==> config.mk <==
export PLATFORM = sky130hd
export DESIGN_NAME = col_readout_seq
export DESIGN_NICKNAME = d
export VERILOG_FILES = /design/src/rtl/col_seq_pkg.sv /design/src/rtl/col_seq_fsm.sv /design/src/rtl/col_gain_latch.sv /design/src/rtl/col_strobe_decode.sv /design/src/rtl/col_readout_seq.sv
export SDC_FILE = /design/constraint.sdc
export NUM_CORES = 1
export LEC_CHECK = 0
export CAP_MARGIN = 15
export CORE_AREA = 2 2 90 92
export DETAILED_ROUTE_END_ITERATION = 8
export DIE_AREA = 0 0 92 94
export GPL_TIMING_DRIVEN = 0
export PLACE_DENSITY = 0.69
export SLEW_MARGIN = 20
export SYNTH_ARGS = -nofsm -noshare
export SYNTH_HDL_FRONTEND = slang
export SYNTH_SLANG_ARGS = --single-unit
==> constraint.sdc <==
create_clock -name clk_i -period 3.9 [get_ports clk_i]
set_input_delay 0.78 -clock clk_i [delete_from_list [all_inputs] [get_ports clk_i]]
set_output_delay 0.78 -clock clk_i [all_outputs]
set_load 0.02 [all_outputs]
==> src/rtl/col_seq_pkg.sv <==
package col_seq_pkg;
  localparam int NUM_PH = 9;
  typedef enum logic [3:0] {
    PH_IDLE = 4'd0,
    PH_RST  = 4'd1,
    PH_GAP  = 4'd2,
    PH_SMP  = 4'd3,
    PH_ISO  = 4'd4,
    PH_TX   = 4'd5,
    PH_DEC  = 4'd6,
    PH_FB   = 4'd7,
    PH_AMP  = 4'd8,
    PH_SH   = 4'd9
  } phase_e;
endpackage

==> src/rtl/col_seq_fsm.sv <==
module col_seq_fsm
  import col_seq_pkg::*;
#(
  parameter int CNT_W = 8
) (
  input  logic                    clk_i,
  input  logic                    rst_ni,
  input  logic                    row_start_i,
  input  logic [NUM_PH*CNT_W-1:0] phase_len_i,
  output phase_e                  phase_o,
  output logic                    start_o,
  output logic                    dec_last_o
);
  logic [CNT_W-1:0] load_a [NUM_PH];
  phase_e ph_q, ph_d;
  logic [CNT_W-1:0] cnt_q, cnt_d;
  logic last;

  // zero length behaves as one cycle
  for (genvar k = 0; k < NUM_PH; k++) begin : g_load
    assign load_a[k] = (phase_len_i[k*CNT_W +: CNT_W] == '0) ? '0
                     : phase_len_i[k*CNT_W +: CNT_W] - 1'b1;
  end

  assign last = (cnt_q == '0);

  always_comb begin
    ph_d    = ph_q;
    cnt_d   = cnt_q;
    start_o = 1'b0;
    if (ph_q == PH_IDLE) begin
      if (row_start_i) begin
        start_o = 1'b1;
        ph_d    = PH_RST;
        cnt_d   = load_a[0];
      end
    end else if (!last) begin
      cnt_d = cnt_q - 1'b1;
    end else if (ph_q == PH_SH) begin
      ph_d = PH_IDLE;
    end else begin
      ph_d  = phase_e'(ph_q + 4'd1);
      cnt_d = load_a[int'(ph_q)];  // field of next phase = ph_q
    end
  end

  always_ff @(posedge clk_i or negedge rst_ni) begin
    if (!rst_ni) begin
      ph_q  <= PH_IDLE;
      cnt_q <= '0;
    end else begin
      ph_q  <= ph_d;
      cnt_q <= cnt_d;
    end
  end

  assign phase_o    = ph_q;
  assign dec_last_o = (ph_q == PH_DEC) && last;

  p_start_ignored_r9: assert property (@(posedge clk_i) disable iff (!rst_ni)
    (ph_q != PH_IDLE && ph_q != PH_RST && row_start_i) |=> (ph_q != PH_RST));
endmodule

==> src/rtl/col_gain_latch.sv <==
module col_gain_latch #(
  parameter int NUM_COLS = 4
) (
  input  logic                clk_i,
  input  logic                rst_ni,
  input  logic                clr_i,
  input  logic                smp_i,
  input  logic [NUM_COLS-1:0] cmp_i,
  output logic [NUM_COLS-1:0] gain_o
);
  for (genvar c = 0; c < NUM_COLS; c++) begin : g_col
    always_ff @(posedge clk_i or negedge rst_ni) begin
      if (!rst_ni)    gain_o[c] <= 1'b0;
      else if (clr_i) gain_o[c] <= 1'b0;
      else if (smp_i) gain_o[c] <= cmp_i[c];
    end
  end

  p_gain_hold_r8: assert property (@(posedge clk_i) disable iff (!rst_ni)
    (!clr_i && !smp_i) |=> $stable(gain_o));
endmodule

==> src/rtl/col_strobe_decode.sv <==
module col_strobe_decode
  import col_seq_pkg::*;
#(
  parameter int NUM_COLS = 4
) (
  input  phase_e              phase_i,
  input  logic [NUM_COLS-1:0] gain_i,
  output logic                pix_rst_o,
  output logic                row_sel_o,
  output logic                in_sw_o,
  output logic                tx_o,
  output logic                sh_o,
  output logic                busy_o,
  output logic [NUM_COLS-1:0] fb_x8_o
);
  logic fb_en;

  always_comb begin
    pix_rst_o = (phase_i == PH_RST);
    row_sel_o = (phase_i >= PH_SMP);
    in_sw_o   = (phase_i == PH_SMP) || (phase_i == PH_AMP);
    tx_o      = (phase_i == PH_TX);
    sh_o      = (phase_i == PH_SH);
    busy_o    = (phase_i != PH_IDLE);
    fb_en     = (phase_i >= PH_FB);
    fb_x8_o   = fb_en ? gain_i : '0;
  end
endmodule

==> src/rtl/col_readout_seq.sv <==
module col_readout_seq
  import col_seq_pkg::*;
#(
  parameter int NUM_COLS = 4,
  parameter int CNT_W    = 8,
  localparam int LEN_W   = NUM_PH * CNT_W
) (
  input  logic                clk_i,
  input  logic                rst_ni,
  input  logic                row_start_i,
  input  logic [NUM_COLS-1:0] cmp_i,
  input  logic [LEN_W-1:0]    phase_len_i,
  output logic                pix_rst_o,
  output logic                row_sel_o,
  output logic                in_sw_o,
  output logic                tx_o,
  output logic [NUM_COLS-1:0] fb_x8_o,
  output logic                sh_o,
  output logic [NUM_COLS-1:0] gain_o,
  output logic                busy_o
);
  phase_e phase;
  logic   start, dec_last;

  col_seq_fsm #(.CNT_W(CNT_W)) u_fsm (
    .clk_i       (clk_i),
    .rst_ni      (rst_ni),
    .row_start_i (row_start_i),
    .phase_len_i (phase_len_i),
    .phase_o     (phase),
    .start_o     (start),
    .dec_last_o  (dec_last)
  );

  col_gain_latch #(.NUM_COLS(NUM_COLS)) u_gain (
    .clk_i  (clk_i),
    .rst_ni (rst_ni),
    .clr_i  (start),
    .smp_i  (dec_last),
    .cmp_i  (cmp_i),
    .gain_o (gain_o)
  );

  col_strobe_decode #(.NUM_COLS(NUM_COLS)) u_dec (
    .phase_i   (phase),
    .gain_i    (gain_o),
    .pix_rst_o (pix_rst_o),
    .row_sel_o (row_sel_o),
    .in_sw_o   (in_sw_o),
    .tx_o      (tx_o),
    .sh_o      (sh_o),
    .busy_o    (busy_o),
    .fb_x8_o   (fb_x8_o)
  );

  p_iso_before_tx_r5: assert property (@(posedge clk_i) disable iff (!rst_ni)
    tx_o |-> (!in_sw_o && row_sel_o));
  p_rowsel_gap_r4: assert property (@(posedge clk_i) disable iff (!rst_ni)
    $fell(pix_rst_o) |-> !row_sel_o);
  p_fb_window_r7: assert property (@(posedge clk_i) disable iff (!rst_ni)
    (|fb_x8_o) |-> (row_sel_o && !tx_o && !pix_rst_o));
  p_sh_after_amp_r10: assert property (@(posedge clk_i) disable iff (!rst_ni)
    $rose(sh_o) |-> $past(in_sw_o));
endmodule

==> qor.yml, run 1 <==
run_status:
  run_status: "completed"
finish:
  drive_gt1_frac: 0.0615
  finalInstanceArea_um2: 4070
  final_util: 0.535
  fillCellCount: 765
  diodes: 0
  regArea_um2: 400
  nNetsFinal: 605
  multi_input_area_um2: 2410
  areaGrowthSynthToFinish_pct: 36.9
sta:
  maxSlewHeadroom: 0.366
  finalSetupViolCount: 0
  fmax_mhz: 281
  fin_skew_ns: 0.00541
  slew_viol_final: 0
  tightest_slew_ns: 0.949
  rsz0062_at_grt: "no"
  period_share: 0.913
  fin_setup_tns_ns: 0
  hold_viol_final: 0
  timing.hold.ws_ns: 0.561
  timing.final.crit_period_ns: 3.56
clocking:
  clockBufferDepth: 2
  cts.sinks: 16
  cts_setup_buffers: 0
  h-tree-depth: 1
  cts_tree: "built"
  cts.clk_slew.worst_paths_ns: 0.07
  cts_resized: 0
  cts-root-buf: "clkbuf_8"
  numCtsBuffers: 3
  clk_latency_ns: 0.25
  hold_buffers: 0
synth:
  yosysSeqAreaShare: 0.135
  netlist_area_um2: 2980
  synth_cell_types: 65
  synth_fp_nets: 508
  ys_warn_count: 0
  syn_inst: 409
  syn_avg_cell_area_um2: 7.27
  synth_seq_cells: 16
  synthArstFlopShare: 1.00
  synthFlopType: "dfrtp_1"
  synth_edf_count: 0
route:
  wl_met2_um: 4640
  drt_wl_total_um: 10000
  vias_per_cell: 5.89
  drc: 0
  dr.pass1.iters: 5
  wl_per_cell_um: 16.5
  drt_iter0_drc: 211
  top_layer: "met4"
  route.met3.wl_um: 629
  ant_nets: 0
  wl_met1_um: 4590
  vias: 3569
worst_setup_path:
  startpoint: "phase_len_i[36]"
  crit_required_ns: 4.04
  critPathLaunchType: "primary input"
  worst-path-max-fanout: 6
  rr_endpoint: "u_fsm.cnt_q[6]"
  r2r_slack_ns: 0.82
  reg2regPathDepth: 7
  cp-endpoint: "u_fsm.cnt_q[5]"
  arrival_ns: 3.70
  critPathKind: "primary input to flop"
  r2r-start: "u_fsm.phase_o[1]"
  end_kind: "flop"
place:
  io_buffers: 92
  place_hpwl_um: 8180
  placed_area_um2: 4020
  gp_congestion: 0.920
floorplanning:
  die_h_um: 94
  rows: 32
  die-area_um2: 8650
  die_x_um: 92
  io_pins: 93
  coreArea_um2: 7610
  start_util: 0.391
global_routing:
  grt_max_degree: 17
  grt_pass1_wl_um: 16400
  antenna_found_initial: 0
  grt_pass1_vias: 3474
  grt_usage: 0.230
  grt_overflow: 0
power_and_ir_drop:
  power.density_nw_per_um2: 385
  p_total_w: 0.00157
  leakage_nw: 1.45
  peakVddDrop_mv: 0.185
hold_path:
  holdCritPathClass: "flop to flop"
flow_run:
  cap_violations: 0
cell usage after synthesis (all sizes together), types with 7 or more instances:
library cell	count	area share
nor3	21	0.035
nand2	29	0.037
o21ai	30	0.050
ha	20	0.084
a21oi	26	0.046
o22ai	11	0.023
xnor2	22	0.065
or3	7	0.015
inv	34	0.043
nor4	14	0.032
mux2i	11	0.037
nor2b	13	0.027
nand3	13	0.022
or4	13	0.037
dfrtp	16	0.13
nor2	32	0.040
power breakdown:
part | total (W) | switching (W) | internal (W) | leakage [nW]
Clock | 0.000126 | 0.0000578 | 0.0000685 | 0.0216
Combinational | 0.00113 | 0.000640 | 0.000490 | 1.23
Sequential | 0.000313 | 0.0000763 | 0.000237 | 0.201
placed cells by master, fill, tap and decap left out, types with 3 or more instances in the layout:
| master | netlist | layout |
|---|---|---|
| a2111oi_0 | 4 | 4 |
| a211oi_1 | 3 | 3 |
| a21oi_1 | 24 | 24 |
| a221o_1 | 3 | 3 |
| a31oi_1 | 3 | 3 |
| buf_2 | 3 | 3 |
| clkbuf_1 | 6 | 6 |
| clkbuf_8 | 0 | 3 |
| clkdlybuf4s50_1 | 0 | 92 |
| dfrtp_1 | 16 | 16 |
| ha_1 | 20 | 20 |
| inv_1 | 34 | 34 |
| mux2_2 | 4 | 4 |
| mux2i_1 | 11 | 11 |
| nand2_1 | 29 | 29 |
| nand2b_1 | 4 | 4 |
| nand3_1 | 13 | 13 |
| nor2_1 | 32 | 32 |
| nor2b_1 | 13 | 13 |
| nor3_1 | 21 | 21 |
| nor3b_1 | 5 | 5 |
| nor4_1 | 13 | 13 |
| nor4b_1 | 4 | 4 |
| o2111ai_1 | 3 | 3 |
| o21a_1 | 4 | 4 |
| o21ai_0 | 29 | 29 |
| o22ai_1 | 11 | 11 |
| o31ai_1 | 5 | 5 |
| or3_1 | 7 | 7 |
| or3b_2 | 5 | 5 |
| or4_1 | 9 | 9 |
| or4_4 | 3 | 3 |
| xnor2_1 | 22 | 22 |
| xor2_1 | 3 | 3 |
registers in the layout, indices dropped and copies added (netlist names):
signal         count
u_gain.gain_o      4
u_fsm.phase_o      4
u_fsm.cnt_q        8
metal layers:
metal	vias up	GRT usage
met4	0	0.0473
met1	1678	0.312
li1	1744	-
met5	-	0
met2	135	0.390
met3	12	0.0337
per-stage QoR:
step	cells	setup slack (ns)
final	606	0.338
after global routing	606	0.198
after CTS	606	0.414
after detailed placement	603	0.154
after global placement	603	0.200
after floorplan	409	1.10
worst min-delay path by stage:
stage                          start          endpoint  cells after the start
finish              u_gain.gain_o[2]  u_gain.gain_o[2]                      2
global route        u_gain.gain_o[2]  u_gain.gain_o[2]                      2
CTS                   u_fsm.cnt_q[0]    u_fsm.cnt_q[0]                      2
detailed placement    u_fsm.cnt_q[0]    u_fsm.cnt_q[0]                      2
global placement      u_fsm.cnt_q[0]    u_fsm.cnt_q[0]                      2
floorplan                     rst_ni    u_fsm.cnt_q[0]                      0
cells by family after synthesis:
kind of cell	count (synthesis)	synth area share
simple gates	170	0.319
compound gates	118	0.278
buf+inv	45	0.0580
xor+xnor	25	0.0736
fa+ha+maj	20	0.0841
flops	16	0.135
mux	15	0.0521
critical path: stages:
cell	delay, ns
clkdlybuf4s50_1	0.47
or4_4	0.57
o41ai_4	0.42
a21oi_1	0.15
o41ai_1	0.44
or4b_1	0.53
a221o_1	0.34
final cells by class:
class | instances | share of cell area
inverter | 35 | 0.0323
sequential | 16 | 0.0983
multi-input combinational | 348 | 0.592
buffer | 10 | 0.0101
tap | 102 | 0.0313
clock buffer | 3 | 0.0101
timing repair buffer | 92 | 0.226
Power figures use the tool's default switching activity.
==> run 2: changes to the inputs <==
--- a/config.mk
+++ b/config.mk
@@ -9,2 +9,3 @@
 export CORE_AREA = 2 2 90 92
+export CTS_CLUSTER_DIAMETER = 200
 export DETAILED_ROUTE_END_ITERATION = 8
==> constraint.sdc (replaced) <==
create_clock -name clk_i -period 3.9 [get_ports clk_i]
set_input_delay 1.17 -clock clk_i [delete_from_list [all_inputs] [get_ports clk_i]]
set_output_delay 1.17 -clock clk_i [all_outputs]
set_load 0.02 [all_outputs]
==> run 2 against run 1 <==
Effect of this change:
- via count is 0.67% lower
- combinational power barely moved
- setup slack worse by 0.22 ns
- highest routed layer unchanged
- register-to-register slack better by 0.35 ns
- sequential power up 4%
- clock skew is 0.0024 ns lower
- first-iteration DRC count grew 11%
==> qor.yml, run 2 (synthesized netlist as in run 1, its figures left out) <==
run_status:
  run_status: "completed"
worst_setup_path:
  r2r_slack_ns: 1.17  # +0.35 ns
  crit_required_ns: 4.04  # about the same
  critPathLaunchType: "primary input"
  critPathKind: "primary input to flop"
  end_kind: "flop"
  reg2regPathDepth: 8  # +1
  rr_endpoint: "u_fsm.cnt_q[6]"
  worst-path-max-fanout: 6  # unchanged
  arrival_ns: 3.92  # +0.22 ns
  r2r-start: "u_fsm.phase_o[0]"
global_routing:
  antenna_found_initial: 0  # unchanged
  grt_util_met1: 0.312  # unchanged
  met3_usage: 0.0337  # unchanged
  grt_pass1_wl_um: 16400  # unchanged
  grt_overflow: 0  # unchanged
  use_met2: 0.390  # unchanged
  grt-busiest-layer: "met2"
  grt_usage: 0.230  # unchanged
  grt_max_degree: 17  # unchanged
  grt_pass1_vias: 3474  # unchanged
route:
  wl_per_cell_um: 16.5  # +0.10%
  vias: 3545  # -0.67%
  vias_per_cell: 5.84  # -0.84%
  drt_wl_total_um: 10000  # +0.27%
  ant_nets: 0  # unchanged
  drt_iter0_drc: 234  # +11%
  drc: 0  # unchanged
  dr.pass1.iters: 4  # -1
floorplanning:
  die-area_um2: 8650  # unchanged
  die_x_um: 92  # unchanged
  die_h_um: 94  # unchanged
  rows: 32  # unchanged
  coreArea_um2: 7610  # unchanged
  start_util: 0.391  # unchanged
  io_pins: 93  # unchanged
finish:
  mostFrequentLayoutCells: "clkdlybuf4s50_1, inv_1, nor2_1, nand2_1, o21ai_0"
  largest_reg_flops: 8  # unchanged
  fin_cells: 607  # +0.17%
  top_register: "u_fsm.cnt_q"
  final_common_cell: "clkdlybuf4s50_1"
  nNetsFinal: 606  # +0.17%
  drive_gt1_frac: 0.0752  # +0.0137
  final_util: 0.541  # +0.00592
  areaGrowthSynthToFinish_pct: 38.4
  diodes: 0  # unchanged
clocking:
  h-tree-depth: 1  # unchanged
  cts-root-buf: "clkbuf_8"
  hold_buffers: 0  # unchanged
  clk_latency_ns: 0.25  # about the same
  numCtsBuffers: 3  # unchanged
  cts.sinks: 16  # unchanged
  cts.clk_slew.worst_paths_ns: 0.06  # about the same
  clockBufferDepth: 2  # unchanged
  cts_tree: "built"
place:
  gp_congestion: 0.920  # unchanged
  pre_cts_slack_ns: -0.236  # -0.390 ns
  dp_cells: 603  # unchanged
  io_buffers: 92  # unchanged
  place_hpwl_um: 8180  # unchanged
hold_path:
  whs_path_depth: 2  # unchanged
  hold_start: "u_gain.gain_o[2]"
  holdCritPathClass: "flop to flop"
  min_to: "u_gain.gain_o[2]"
sta:
  rsz0062_at_grt: "no"
  fmax_mhz: 265  # -5.8%
  maxSlewHeadroom: 0.380  # +0.0147
  setup_slack_ns: 0.119  # -0.218 ns
  hold_viol_final: 0  # unchanged
  tightest_slew_ns: 0.927  # -0.0220 ns
  slew_viol_final: 0  # unchanged
  fin_skew_ns: 0.00301  # -0.00240 ns
  fin_setup_tns_ns: 0  # unchanged
  period_share: 0.969  # +0.0559
  timing.final.crit_period_ns: 3.78  # +0.218 ns
  finalSetupViolCount: 0  # unchanged
power_and_ir_drop:
  leakage_nw: 1.47  # +1.3%
  power.density_nw_per_um2: 386  # +0.19%
  peakVddDrop_mv: 0.206  # +11%
flow_run:
  cap_violations: 0  # unchanged
## run 2: worst max-delay path by stage
| stage | start | to | slack (ns) | cells after the start |
|---|---|---|---|---|
| floorplan | phase_len_i[52] | u_fsm.cnt_q[5] | 0.71 | 6 |
| global placement | phase_len_i[34] | u_fsm.cnt_q[5] | -0.19 | 7 |
| detailed placement | phase_len_i[56] | u_fsm.cnt_q[5] | -0.24 | 9 |
| CTS | phase_len_i[36] | u_fsm.cnt_q[5] | 0.02 | 7 |
| global route | phase_len_i[52] | u_fsm.cnt_q[5] | 0.05 | 7 |
| finish | phase_len_i[52] | u_fsm.cnt_q[5] | 0.12 | 7 |
## run 2: timing repair
item | CTS | global route
buffers inserted | 0 | 2
gates resized for setup | 0 | 5
endpoints found under the setup margin | 0 | 6
## run 2: power breakdown
part,internal (W),total (W),leakage (nW),switching (W)
sequential,0.000237,0.000325,0.201,0.0000886
clock,0.0000685,0.000126,0.0216,0.0000573
combinational,0.000503,0.00114,1.25,0.000636
total,0.000808,0.00159,1.47,0.000782
## run 2: worst max-delay path, cell delays in order
cell and delay (ns):
clkdlybuf4s50_1 0.49, or4_4 0.61, o31ai_4 0.35, a21oi_2 0.08
o41ai_2 0.36, or4b_1 0.52, a221o_1 0.34
## run 2: metal layers
metal / vias up / wire (um) / part of all wire
li1: 1742 / - / -
met1: 1677 / 4630 / 0.46
met2: 114 / 4670 / 0.47
met3: 12 / 593 / 0.059
met4: 0 / 134 / 0.013
met5: - / 0 / 0
## run 2: area by class of cell
type | instances | area [um^2]
Multi-Input combinational cell | 348 | 2440
Inverter | 35 | 131
Buffer | 9 | 37.5
Fill cell | 764 | 3490
Sequential cell | 16 | 400
Timing Repair Buffer | 94 | 936
Tap cell | 102 | 128
Clock buffer | 3 | 41.3
## run 2: metrics by stage
| step | area [um^2] | power (W) | hold WS, ns |
|---|---|---|---|
| floorplan | 2980 | 0.00101 | 0.495 |
| CTS | 4070 | 0.00155 | 0.558 |
| global route | 4120 | 0.00172 | 0.592 |
| finish | 4120 | 0.00159 | 0.561 |
| global placement | 4020 | 0.00140 | 0.534 |
| detailed placement | 4020 | 0.00142 | 0.544 |
